==> config.mk <==
export PLATFORM = sky130hd
export DESIGN_NAME = phy_dly_port
export DESIGN_NICKNAME = d
export VERILOG_FILES = /design/src/rtl/phy_dly_pkg.sv /design/src/rtl/phy_dly_cmd.sv /design/src/rtl/phy_dly_bank.sv /design/src/rtl/phy_dly_ack.sv /design/src/rtl/phy_dly_port.sv
export SDC_FILE = /design/constraint.sdc
export NUM_CORES = 1
export LEC_CHECK = 0
export BUFFER_PORTS_ARGS = -buffer_cell sky130_fd_sc_hd__buf_2
export CORE_MARGIN = 4
export CORE_UTILIZATION = 40
export CTS_CLUSTER_SIZE = 28
export DETAILED_ROUTE_END_ITERATION = 8
export PLACE_DENSITY = 0.7
export REMOVE_ABC_BUFFERS = 1
export SYNTH_ARGS = -nofsm -noshare
export SYNTH_HDL_FRONTEND = slang
export SYNTH_SLANG_ARGS = --single-unit
==> constraint.sdc <==
create_clock -name clk -period 1.9 [get_ports clk]
set_input_delay 0.095 -clock clk [delete_from_list [all_inputs] [get_ports clk]]
set_output_delay 0.095 -clock clk [all_outputs]
set_load 0.01 [all_outputs]
==> src/rtl/phy_dly_pkg.sv <==
package phy_dly_pkg;
  localparam int CMD_W      = 32;
  localparam int IDX_W      = 8;
  localparam int VAL_W      = 4;
  localparam int IDX_LSB    = 0;
  localparam int WVAL_LSB   = 8;
  localparam int RVAL_LSB   = 12;
  localparam int WSTB_BIT   = 24;
  localparam int RSTB_BIT   = 25;
  localparam int ACK_BIT    = 26;
  localparam int N_ENTRIES  = 9;

  typedef struct packed {
    logic [IDX_W-1:0] idx;
    logic [VAL_W-1:0] wval;
    logic             wstb;
    logic             rstb;
  } cmd_fields_t;

  // Default delay per mode index
  function automatic logic [VAL_W-1:0] reset_delay(input int entry);
    case (entry)
      0, 1:    return VAL_W'(4);
      6:       return VAL_W'(9);
      7:       return VAL_W'(2);
      8:       return VAL_W'(3);
      default: return '0;
    endcase
  endfunction

  function automatic logic idx_in_bank(input logic [IDX_W-1:0] idx, input int n);
    return int'(idx) < n;
  endfunction

  // Assemble the software-visible view of the command register
  function automatic logic [CMD_W-1:0] pack_view(input cmd_fields_t c,
                                                 input logic [VAL_W-1:0] rval,
                                                 input logic ack);
    logic [CMD_W-1:0] v;
    v = '0;
    v[IDX_LSB  +: IDX_W] = c.idx;
    v[WVAL_LSB +: VAL_W] = c.wval;
    v[RVAL_LSB +: VAL_W] = rval;
    v[WSTB_BIT]          = c.wstb;
    v[RSTB_BIT]          = c.rstb;
    v[ACK_BIT]           = ack;
    return v;
  endfunction
endpackage

==> src/rtl/phy_dly_cmd.sv <==
module phy_dly_cmd
  import phy_dly_pkg::*;
(
  input  logic              clk,
  input  logic              rst_n,
  input  logic              load,
  input  logic [CMD_W-1:0]  load_data,
  output cmd_fields_t       cmd,
  output logic              wr_fire,
  output logic              rd_fire
);
  logic wstb_prev, rstb_prev;
  logic [CMD_W-1:0] unused_bits;

  assign unused_bits = load_data;

  always_ff @(posedge clk or negedge rst_n) begin
    if (!rst_n) begin
      cmd <= '0;
    end else if (load) begin
      cmd.idx  <= load_data[IDX_LSB +: IDX_W];
      cmd.wval <= load_data[WVAL_LSB +: VAL_W];
      cmd.wstb <= load_data[WSTB_BIT];
      cmd.rstb <= load_data[RSTB_BIT];
    end
  end

  always_ff @(posedge clk or negedge rst_n) begin
    if (!rst_n) begin
      wstb_prev <= 1'b0;
      rstb_prev <= 1'b0;
    end else begin
      wstb_prev <= cmd.wstb;
      rstb_prev <= cmd.rstb;
    end
  end

  assign wr_fire = cmd.wstb & ~wstb_prev;
  assign rd_fire = cmd.rstb & ~rstb_prev;
endmodule

==> src/rtl/phy_dly_bank.sv <==
module phy_dly_bank
  import phy_dly_pkg::*;
#(
  parameter int NUM = N_ENTRIES,
  parameter int DW  = VAL_W,
  parameter int AW  = IDX_W
) (
  input  logic            clk,
  input  logic            rst_n,
  input  logic            wr_fire,
  input  logic [AW-1:0]   idx,
  input  logic [DW-1:0]   wval,
  output logic [NUM*DW-1:0] taps,
  output logic [DW-1:0]   rd_val
);
  logic [DW-1:0] entry_q [NUM];

  for (genvar g = 0; g < NUM; g++) begin : g_entry
    always_ff @(posedge clk or negedge rst_n) begin
      if (!rst_n)
        entry_q[g] <= DW'(reset_delay(g));
      else if (wr_fire && idx == AW'(g))
        entry_q[g] <= wval;
    end
    assign taps[g*DW +: DW] = entry_q[g];
  end

  always_comb begin
    rd_val = '0;
    for (int k = 0; k < NUM; k++)
      if (idx == AW'(k)) rd_val = entry_q[k];
  end
endmodule

==> src/rtl/phy_dly_ack.sv <==
module phy_dly_ack
  import phy_dly_pkg::*;
(
  input  logic             clk,
  input  logic             rst_n,
  input  logic             wr_fire,
  input  logic             rd_fire,
  input  logic             wstb,
  input  logic             rstb,
  input  logic [VAL_W-1:0] rd_val,
  output logic             ack,
  output logic [VAL_W-1:0] rval
);
  always_ff @(posedge clk or negedge rst_n) begin
    if (!rst_n) begin
      ack  <= 1'b0;
      rval <= '0;
    end else begin
      if (rd_fire) rval <= rd_val;
      if (wr_fire || rd_fire) ack <= 1'b1;
      else if (!wstb && !rstb) ack <= 1'b0;
    end
  end
endmodule

==> src/rtl/phy_dly_port.sv <==
module phy_dly_port
  import phy_dly_pkg::*;
#(
  parameter int            BUS_AW     = 8,
  parameter int            NUM        = N_ENTRIES,
  parameter logic [BUS_AW-1:0] CMD_OFFSET = BUS_AW'('h10),
  localparam int           TAP_W      = NUM * VAL_W
) (
  input  logic              clk,
  input  logic              rst_n,
  input  logic              bus_wr_en,
  input  logic [BUS_AW-1:0] bus_addr,
  input  logic [CMD_W-1:0]  bus_wdata,
  output logic [CMD_W-1:0]  bus_rdata,
  output logic [TAP_W-1:0]  dly_tap_o
);
  cmd_fields_t      cmd;
  logic             hit;
  logic             wr_fire, rd_fire;
  logic             ack;
  logic [VAL_W-1:0] rd_val, rval;

  assign hit = (bus_addr == CMD_OFFSET);

  phy_dly_cmd u_cmd (
    .clk(clk), .rst_n(rst_n),
    .load(bus_wr_en && hit), .load_data(bus_wdata),
    .cmd(cmd), .wr_fire(wr_fire), .rd_fire(rd_fire)
  );

  phy_dly_bank #(.NUM(NUM), .DW(VAL_W), .AW(IDX_W)) u_bank (
    .clk(clk), .rst_n(rst_n),
    .wr_fire(wr_fire && idx_in_bank(cmd.idx, NUM)),
    .idx(cmd.idx), .wval(cmd.wval),
    .taps(dly_tap_o), .rd_val(rd_val)
  );

  phy_dly_ack u_ack (
    .clk(clk), .rst_n(rst_n),
    .wr_fire(wr_fire), .rd_fire(rd_fire),
    .wstb(cmd.wstb), .rstb(cmd.rstb),
    .rd_val(rd_val), .ack(ack), .rval(rval)
  );

  assign bus_rdata = hit ? pack_view(cmd, rval, ack) : '0;
endmodule

==> impl_metrics.ini <==
[finish]
regArea_mm2 = 0.00144
drive_gt1_share_pct = 56.9
utilization_pct = 57.3
nets = 402
design_area_mm2 = 0.00396
fillers = 610
area_growth_pct = 37.0
multi_input_area_mm2 = 0.00142
diodes = 0

[yosys]
async_reset_ff_share_pct = 100
ys_seq_elements = 57
syn_area_per_cell_um2 = 11.9
ys_warn_count = 0
yosysUniqueCellTypes = 46
synth_edf_count = 0
netlist.area_leader.share_pct = 43.3
syn_inst = 242
mappedNetlistArea_mm2 = 0.00289
synth-seq-area-share_pct = 49.7
yosys.area.top_type = dfrtp_1
synth_area_leaders = dfrtp_1 (43%), mux2_2 (21%), dfstp_2 (6.4%), and2_1 (3.9%), buf_4 (3.4%)
synth_ff_type = dfrtp_1

[global_route]
grtUsageTotal_pct = 17.9
met3_usage_pct = 3.54
grt_max_degree = 30
grt_pass1_wl_um = 11900
antenna_found_initial = 0
gr-total-overflow = 0
grt_pass1_vias = 2344
grtUsageMet1_pct = 23.8
busiest_layer = met2
globalRouteMet2Util_pct = 28.7

[clocking]
clk_pin_slew_ns = 0.07
clockBufferDepth = 2
cts_tree = built
clock_latency_ns = 0.33
cts_num_sinks = 57
htreeDepth = 3
numCtsBuffers = 9
clockRootBuffer = clkbuf_8

[route]
avgRoutedWirePerCell_um = 15.7
ant_nets = 0
via_count = 2255
drt_first_iter_violations = 134
wirelength_um = 7230
viasPerCell = 4.90
dr.pass1.iters = 4
route.detailed.drc = 0

[timing]
rsz0062_at_grt = true
final-setup-viol-count = 38
tightest_slew_ns = 0.683
finalHoldViolCount = 0
relSlewSlack_pct = 54.5
min_period_ns = 2.03
clock-skew-final_ns = 0.00606
fin_crit_sh_pct = 107
fmax_mhz = 493
timing.final.ws_setup_ns = -0.130
timing.final.max_slew_violations = 0

[floorplan]
dieWidth_um = 93.0
std_cell_rows = 30
io_pins = 111
die-area_mm2 = 0.00865
core_mm2 = 0.00691
die_y_um = 93.0
initial_core_util_pct = 41.8

[status]
status = finished, violations left
violations = setup timing

[power]
p_per_area_mw_per_mm2 = 704
finalPower_mw = 2.78
power.leakage_nw = 2.05
peakVddDrop_mv = 0.380

[critical_path]
cp-start-kind = register
cp.required_ns = 2.15
critPathKind = register to register
worst_setup_path_end_kind = register
arrival_ns = 2.28
crit_fanout = 4

[job]
cap_viol_max_count = 0

[placement]
place_area_mm2 = 0.00346
routabilityCongestion = 0.791
hpwl_um = 5200
io_buffers = 79

[hold_path]
worst_hold_path_type = input pin to register
registers in the layout (all words and copies together), names as in the netlist:
| signal | flops |
|---|---|
| u_cmd.rstb_prev | 1 |
| u_ack.ack | 1 |
| u_cmd.wstb_prev | 1 |
| u_cmd.cmd | 14 |
| u_bank.taps | 36 |
| u_ack.rval | 4 |
cells in the mapped netlist, types with 2 or more instances:
master    count
nand4_1       2
a21oi_1       5
or3_1         2
or3_4         2
inv_1         4
o211ai_1      2
dfrtp_1      50
nor2_1        9
and2_1       18
clkbuf_8      2
mux2i_1       4
buf_2         2
buf_4        13
nor2b_1       4
mux2_2       55
nand3b_1      3
o21ai_0       4
o22ai_1       3
a31oi_1       2
clkbuf_1      8
dfstp_2       7
nand2_1      13
a311oi_1      2
nand2b_1      3
o31ai_1       2
power breakdown:
part	internal, mW	leakage [nW]	switching [mW]
logic	0.161	1.18	0.141
registers	1.25	0.765	0.0427
clock network	0.710	0.105	0.475
per-stage QoR:
| step | cells | TNS, ns | hold slack, ns | worst slack, ns |
|---|---|---|---|---|
| after floorplan | 228 | -0.145 | -0.201 | -0.0379 |
| after global placement | 425 | -1.45 | 0.162 | -0.114 |
| after detailed placement | 425 | -2.42 | 0.186 | -0.130 |
| after CTS | 459 | -2.42 | 0.00837 | -0.139 |
| after global routing | 460 | -6.28 | 0.0103 | -0.222 |
| final | 460 | -2.37 | 0.0143 | -0.130 |
placed cells by master (no fill, tap or decap), types with 7 or more instances in the layout:
cell type,netlist,final
dfstp_2,7,7
mux2_2,55,42
nor2_1,9,7
conb_1,1,13
nand2_1,13,12
buf_2,2,79
clkbuf_8,2,12
buf_4,13,25
and2_1,18,18
dfrtp_1,50,50
dlygate4sd3_1,0,14
mux2_4,0,13
per-layer routing:
| layer | vias to the layer above | wire, µm |
|---|---|---|
| li1 | 1065 | - |
| met1 | 1100 | 3180 |
| met2 | 79 | 3460 |
| met3 | 11 | 467 |
| met4 | 0 | 129 |
| met5 | - | 0 |
path summary, 6_finish.rpt:
| kind | endpoint | start | cells after the start | slack [ns] |
|---|---|---|---|---|
| max reg2reg | u_ack.rval[1]$_DFFE_PN0P_ | u_cmd.cmd[13]$_DFFE_PN0P_ | 5 | -0.13 |
| min | u_cmd.cmd[1]$_DFFE_PN0P_ | bus_wdata[24] | 2 | 0.01 |
| max | u_ack.rval[1]$_DFFE_PN0P_ | u_cmd.cmd[13]$_DFFE_PN0P_ | 5 | -0.13 |
| min reg2reg | u_cmd.rstb_prev$_DFF_PN0_ | u_cmd.cmd[0]$_DFFE_PN0P_ | 0 | 0.44 |
| min in group asynchronous | u_bank.taps[34]$_DFFE_PN0P_ | rst_n | 2 | 0.34 |
| max in group asynchronous | u_bank.taps[6]$_DFFE_PN1P_ | rst_n | 3 | 0.91 |
repair_timing:
item | in CTS | in global routing
hold endpoints to repair | 38 | 0
setup buffers | 4 | 1
hold buffers | 14 | 0
setup endpoints to repair | 40 | 40
pin swaps | 5 | 4
gates resized for setup | 21 | 5
critical path, stage by stage (launching register included):
cell and delay (ns):
dfrtp_1 0.38, or4_4 0.58, or3_4 0.37, or2_4 0.27, and3_4 0.16, o31ai_2 0.19
cell type report:
cell class	instances	area share [%]
clock buffer	12	4.17
clock inverter	4	1.26
inverter	4	0.379
multi-input combinational	167	35.8
sequential	57	36.3
tap	96	3.04
timing repair buffer	120	19.1
logic make-up (layout without fill, tap and decap cells):
family | count (synthesis) | after routing | synth area share (%)
other | 1 | 13 | 0.130
AOI/OAI and AO/OA | 24 | 24 | 5.59
DFF | 57 | 57 | 49.7
muxes | 60 | 60 | 23.6
buffers and inverters | 30 | 140 | 6.37
and+or+nand+nor | 70 | 70 | 14.6
No activity file was read; power rests on OpenSTA's default activity.
